--- src/rtl/dfe_pkg.sv ---
package dfe_pkg;
   // width of one precomputed weight sum over taps entries of ww bits
   function automatic int cand_width(input int ww, input int taps);
      return ww + $clog2(taps + 1);
   endfunction

   function automatic int max_int(input int a, input int b);
      return (a > b) ? a : b;
   endfunction
endpackage

--- src/rtl/dfe_cand_bank.sv ---
module dfe_cand_bank #(
   parameter int TAPS = 3,
   parameter int WW   = 8,
   parameter int CW   = dfe_pkg::cand_width(WW, TAPS)
) (
   input  logic                 clk,
   input  logic                 rst_n,
   input  logic                 load,
   input  logic [TAPS*WW-1:0]   wt_i,
   output logic [CW-1:0]        cand_o [1<<TAPS]
);
   localparam int N = 1 << TAPS;

   logic [CW-1:0] cand_nxt [N];

   // every signed combination: bit t of the index picks +w_t (1) or -w_t (0)
   always_comb begin
      for (int k = 0; k < N; k++) begin
         logic signed [CW-1:0] acc;
         acc = '0;
         for (int t = 0; t < TAPS; t++) begin
            logic signed [CW-1:0] wx;
            wx = signed'({{(CW-WW){wt_i[t*WW+WW-1]}}, wt_i[t*WW +: WW]});
            acc = k[t] ? (acc + wx) : (acc - wx);
         end
         cand_nxt[k] = acc;
      end
   end

   always_ff @(posedge clk or negedge rst_n) begin
      if (!rst_n) begin
         for (int k = 0; k < N; k++) cand_o[k] <= '0;
      end else if (load) begin
         for (int k = 0; k < N; k++) cand_o[k] <= cand_nxt[k];
      end
   end

   // the bank only moves on a load strobe
   p_hold_r5: assert property (@(posedge clk) disable iff (!rst_n)
      !load |=> ($stable(cand_o[0]) && $stable(cand_o[N-1])));

   // the all-plus and all-minus candidates are negatives of each other
   p_cand_sym_r3: assert property (@(posedge clk) disable iff (!rst_n)
      $signed(cand_o[N-1]) == -$signed(cand_o[0]));
endmodule

--- src/rtl/dfe_mux_tree.sv ---
module dfe_mux_tree #(
   parameter int W    = 8,
   parameter int SELW = 3
) (
   input  logic [W-1:0]    leaf_i [1<<SELW],
   input  logic [SELW-1:0] sel_i,
   output logic [W-1:0]    out_o
);
   localparam int N = 1 << SELW;

   // heap layout: node i has children 2i+1 (select bit 0) and 2i+2 (select bit 1)
   logic [W-1:0] node [2*N-1];

   for (genvar k = 0; k < N; k++) begin : g_leaf
      assign node[N-1+k] = leaf_i[k];
   end

   for (genvar d = 0; d < SELW; d++) begin : g_lvl
      for (genvar j = 0; j < (1 << d); j++) begin : g_node
         localparam int I = (1 << d) - 1 + j;
         assign node[I] = sel_i[SELW-1-d] ? node[2*I+2] : node[2*I+1];
      end
   end

   assign out_o = node[0];
endmodule

--- src/rtl/dfe_precomp_fbf.sv ---
module dfe_precomp_fbf #(
   parameter int TAPS  = 3,
   parameter int WW    = 8,
   parameter int SMP_W = 10,
   localparam int CW     = dfe_pkg::cand_width(WW, TAPS),
   localparam int SOFT_W = dfe_pkg::max_int(SMP_W, CW) + 1
) (
   input  logic                clk,
   input  logic                rst_n,
   input  logic                wt_load,
   input  logic [TAPS*WW-1:0]  wt_i,
   input  logic                smp_vld,
   input  logic [SMP_W-1:0]    smp_i,
   output logic                dec_vld,
   output logic                dec_o,
   output logic [SOFT_W-1:0]   soft_o,
   output logic                hist_ok
);
   localparam int N     = 1 << TAPS;
   localparam int CNT_W = $clog2(TAPS + 1);

   if (TAPS < 1 || TAPS > 8) begin : g_bad_taps
      $error("TAPS out of supported range 1..8");
   end
   if (WW < 2 || SMP_W < 2) begin : g_bad_width
      $error("weight and sample widths must be at least 2");
   end

   logic [CW-1:0]     cand [N];
   logic [SOFT_W-1:0] ycand [N];
   logic [0:0]        dbit [N];
   logic              stg_vld;
   logic [TAPS-1:0]   hist;
   logic [CNT_W-1:0]  fill;
   logic [0:0]        dec_nxt;
   logic [SOFT_W-1:0] soft_nxt;

   dfe_cand_bank #(.TAPS(TAPS), .WW(WW), .CW(CW)) u_bank (
      .clk    (clk),
      .rst_n  (rst_n),
      .load   (wt_load),
      .wt_i   (wt_i),
      .cand_o (cand)
   );

   // stage 1: sample plus every candidate, outside the decision loop
   always_ff @(posedge clk or negedge rst_n) begin
      if (!rst_n) begin
         stg_vld <= 1'b0;
         for (int k = 0; k < N; k++) ycand[k] <= '0;
      end else begin
         stg_vld <= smp_vld;
         if (smp_vld) begin
            for (int k = 0; k < N; k++) begin
               ycand[k] <= SOFT_W'(signed'({{(SOFT_W-SMP_W){smp_i[SMP_W-1]}}, smp_i})
                          + signed'({{(SOFT_W-CW){cand[k][CW-1]}}, cand[k]}));
            end
         end
      end
   end

   for (genvar k = 0; k < N; k++) begin : g_slice
      assign dbit[k] = ~ycand[k][SOFT_W-1];
   end

   // the recursion: history -> multiplexer tree -> history
   dfe_mux_tree #(.W(1), .SELW(TAPS)) u_dec_mux (
      .leaf_i (dbit),
      .sel_i  (hist),
      .out_o  (dec_nxt)
   );

   dfe_mux_tree #(.W(SOFT_W), .SELW(TAPS)) u_soft_mux (
      .leaf_i (ycand),
      .sel_i  (hist),
      .out_o  (soft_nxt)
   );

   always_ff @(posedge clk or negedge rst_n) begin
      if (!rst_n) begin
         hist    <= '0;
         fill    <= '0;
         dec_vld <= 1'b0;
         dec_o   <= 1'b0;
         soft_o  <= '0;
         hist_ok <= 1'b0;
      end else begin
         dec_vld <= stg_vld;
         hist_ok <= stg_vld && (fill == CNT_W'(TAPS));
         if (stg_vld) begin
            dec_o  <= dec_nxt[0];
            soft_o <= soft_nxt;
            hist   <= TAPS'({hist, dec_nxt[0]});
            if (fill != CNT_W'(TAPS)) fill <= fill + 1'b1;
         end
      end
   end

   // decision and soft value leave through separate trees and must agree
   p_dec_sign_r2: assert property (@(posedge clk) disable iff (!rst_n)
      dec_vld |-> (dec_o == ~soft_o[SOFT_W-1]));

   // the warm-up flag only accompanies a real output
   p_ok_vld_r7: assert property (@(posedge clk) disable iff (!rst_n)
      hist_ok |-> dec_vld);

   // two-edge latency from an accepted sample to its output
   p_lat_r4: assert property (@(posedge clk) disable iff (!rst_n)
      smp_vld |=> ##1 dec_vld);

   // an idle input slot yields no output
   p_idle_r4: assert property (@(posedge clk) disable iff (!rst_n)
      !smp_vld |=> ##1 !dec_vld);
endmodule

--- config.mk ---
export PLATFORM = sky130hd
export DESIGN_NAME = dfe_precomp_fbf
export DESIGN_NICKNAME = d
export VERILOG_FILES = /design/src/rtl/dfe_pkg.sv /design/src/rtl/dfe_cand_bank.sv /design/src/rtl/dfe_mux_tree.sv /design/src/rtl/dfe_precomp_fbf.sv
export SDC_FILE = /design/constraint.sdc
export NUM_CORES = 1
export LEC_CHECK = 0
export CORE_UTILIZATION = 45
export DETAILED_ROUTE_END_ITERATION = 16
export PLACE_DENSITY = 0.71
export SETUP_SLACK_MARGIN = 0.2
export SYNTH_ARGS = -nofsm -noshare
export SYNTH_HDL_FRONTEND = slang
export SYNTH_HIERARCHICAL = 1
export SYNTH_SLANG_ARGS = --single-unit
--- constraint.sdc ---
create_clock -name clk -period 3.7 [get_ports clk]
set_clock_uncertainty 0.05 [all_clocks]
set_input_delay 0.74 -clock clk [delete_from_list [all_inputs] [get_ports clk]]
set_output_delay 0.74 -clock clk [all_outputs]
set_load 0.02 [all_outputs]
==> key figures <==
Run status
  – Status: completed

STA
  – RSZ-0062 raised after global routing: true
  – Max Clk Rate: 271 MHz
  – Actual slew at the worst max-slew pin: 1.07 ns
  – Final min period: 3.69 ns
  – Slew Limit Fails: 0
  – Final Hold Viols: 0
  – Relative slew slack: 28.9%
  – Final Worst Setup Slack: 0.00904 ns
  – Final period util: 99.8%
  – Final setup fails: 0

CTS
  – H-tree levels: 4
  – CTS tree: done
  – Clk root buf: clkbuf_16
  – Worst-Skew Late Latency: 0.45 ns
  – Clock-pin slew on the worst setup and hold paths: 0.07 ns
  – Clock sinks: 181
  – Max Buffers Root-to-Sink: 2
  – Clock buffer count from CTS: 17

Pwr
  – Logic gate share of total power: 58.9%
  – Proportion of power drawn by the clock network: 13.5%
  – Pwr dens: 661 mW/mm^2
  – Seq pwr share: 27.5%
  – Power Total: 13.1 mW
  – Int Power: 7.66 mW
  – NetSw: 5.45 mW
  – Leak: 8.83 nW
  – Switching part of the total: 41.5%
  – Max VDD drop: 382 uV

Setup path
  – CP Max Fanout: 2
  – Worst endpoint required time: 3.98 ns
  – Worst Path Arrival: 3.97 ns
  – Critical path class: input port to flip-flop
  – Crit path capture type: flip-flop
  – CP Launch Type: input port

GRT
  – Vias in the first global route: 13,200
  – Antenna violations before repair: 0
  – First-pass GRT wire length: 70,400 um
  – Gr usage total: 25.9%
  – Largest net degree at the start of global routing: 89
  – GRT overflow: 0

Cells and area
  – Final nets: 2,100
  – Final core occ: 59.0%
  – ANT cells: 0
  – Share of cells above drive strength 1: 30.7%
  – Layout area overhead: 28.7%

Logic synthesis
  – Post-synth EDFFs: 0
  – Synthesized area per cell: 9.71 um^2
  – Synth warn: 6
  – Post-synthesis sequential area ratio: 29.4%
  – Largest area contributor in the netlist: dfrtp_1
  – Yosys reg bits: 181
  – Synthesized area: 0.0154 mm^2
  – Post-Syn Nets: 1,829
  – Synth top area cells: dfrtp_1, ha_1, mux2_2
  – Gate Count Post-Synth: 1,587
  – Top cell type's share of synthesized area: 29.4%
  – Synth cell types: 75
  – Async S/R FF share, synth: 100%
  – Synth Flop Type: dfrtp_1

Die
  – Die X: 187 um
  – Row cnt: 67
  – IO Pins: 52
  – Die Area: 0.0350 mm^2
  – Chip height: 187 um
  – Core outline area: 0.0336 mm^2
  – Initial core utilization: 45.8%

Flow run
  – Max-cap violations: 0

Route
  – Total routed wirelength: 46,200 um
  – DRC: 0
  – Vias after detailed routing: 13,400
  – DR WL/cell: 19.9 um
  – DRT iter0 DRCs: 837
  – Detailed Routing Iterations Pass 1: 5
  – Via/cell ratio: 5.76
  – Detail Route Antenna Nets: 0

Min path
  – HP Class: input port to async pin

Place
  – RD Place Congestion: 0.941
  – Dpl hpwl: 34,500 um
  – Buffers on Ports: 51
  – Pre-CTS setup slack: -1.02 ns
## cell usage after synthesis (all sizes together), types with 15 or more instances
cell	instances
ha	184
dfrtp	181
nor2	138
a21oi	113
inv	102
o21ai	95
mux2	91
xnor2	77
nand2	63
a21o	40
buf	38
a211oi	31
nand2b	29
nor2b	28
a31oi	27
clkbuf	27
mux4	24
xor2	22
fa	20
nand3	20
nor3	17
o21bai	17
o21a	15
o31ai	15
## worst max-delay path, cell delays in order
cell	delay, ns
buf_8	0.10
clkinvlp_4	0.08
ha_4	0.18
nand2_4	0.06
xor2_2	0.15
ha_1	0.34
buf_4	0.15
o21bai_4	0.17
a21oi_4	0.18
nor2_4	0.06
xnor2_2	0.14
ha_1	0.32
or4_4	0.49
o211a_4	0.26
o31ai_4	0.18
xnor2_1	0.10
mux2_4	0.26
## kinds of logic (layout without fill, tap and decap cells)
| logic type | count (synthesis) | after routing | share of synthesized area, % |
|---|---|---|---|
| XOR/XNOR | 99 | 99 | 5.63 |
| AND/OR/NAND/NOR | 372 | 372 | 12.1 |
| adder cells (fa/ha/maj) | 204 | 204 | 17.5 |
| AO/OA/AOI/OAI | 441 | 441 | 19.5 |
| multiplexers | 123 | 123 | 11.3 |
| flip-flops | 181 | 181 | 29.4 |
| buffers and inverters | 167 | 450 | 4.51 |
## path summary, 6_finish.rpt
kind,start,end,slack [ns],cells after the start
min in group clk,ycand[3],ycand[3],0.42,1
max in group asynchronous,rst_n,ycand[28],2.51,2
min,rst_n,ycand[1],0.28,1
max reg2reg,u_bank/cand_o[60],ycand[85],1.16,8
min reg2reg,ycand[3],ycand[3],0.42,1
max,wt_i[1],u_bank/cand_o[19],0.009,17
## registers in the layout (all words and copies together), names as in the netlist
signal and count:
hist_ok 1, hist 3, dec_vld 1, u_bank/cand_o 74, fill 2, soft_o 11
ycand 88, stg_vld 1
## area by class of cell
cell class,count,area [um^2]
Sequential cell,181,4530
Inverter,102,387
Multi-Input combinational cell,1239,11200
Timing Repair Buffer,317,2600
Tap cell,448,561
Fill cell,2742,13800
Clock buffer,19,443
Clock inverter,12,121
## what timing repair did
action	in CTS	in global routing
pin swaps	40	71
buffers inserted	17	14
setup endpoints to repair	45	33
gates resized for setup	76	144
hold buffers	0	0
endpoints found under the hold margin	0	0
## placed cells by master (no fill, tap or decap), drive strengths merged, types with 15 or more instances in the layout
cell and instances:
mux2 91, inv 105, nand2b 29, clkbuf 20
mux4 24, o21ai 95, xnor2 77, nor3 17
a211oi 31, buf 273, nand3 20, nor2 138
nand2 63, ha 184, o21a 15, dfrtp 181
xor2 22, o21bai 17, nor2b 28, fa 20
a21o 40, a31oi 27, o31ai 15, a21oi 113
clkdlybuf4s50 39
## metal layers
metal  track usage, %  routed length [um]
met5                0                   0
met4             11.5                1810
met3             3.15                1850
met2             44.4               22400
met1             32.8               20200
## power by group through the flow
stage                     clock (mW)  combinational, mW  sequential, mW
after floorplan                    0               4.85            3.32
after global placement             0               6.86            3.57
after detailed placement           0               7.05            3.61
after CTS                       1.80               7.23            3.58
after global routing            1.88               8.34            3.70
final                           1.77               7.73            3.61
## metrics by stage
step	cell area [um^2]	cells	hold slack, ns	setup TNS, ns
4_1_cts	19000	2304	0.313	0
5_1_grt	19800	2318	0.340	-0.186
6_report	19800	2318	0.278	0
3_5_place_dp	18000	2256	0.417	-27.37
3_3_place_gp	18000	2256	0.404	-25.09
2_1_floorplan	15500	1587	0.302	-0.789
(Power assumes the default switching activity.)
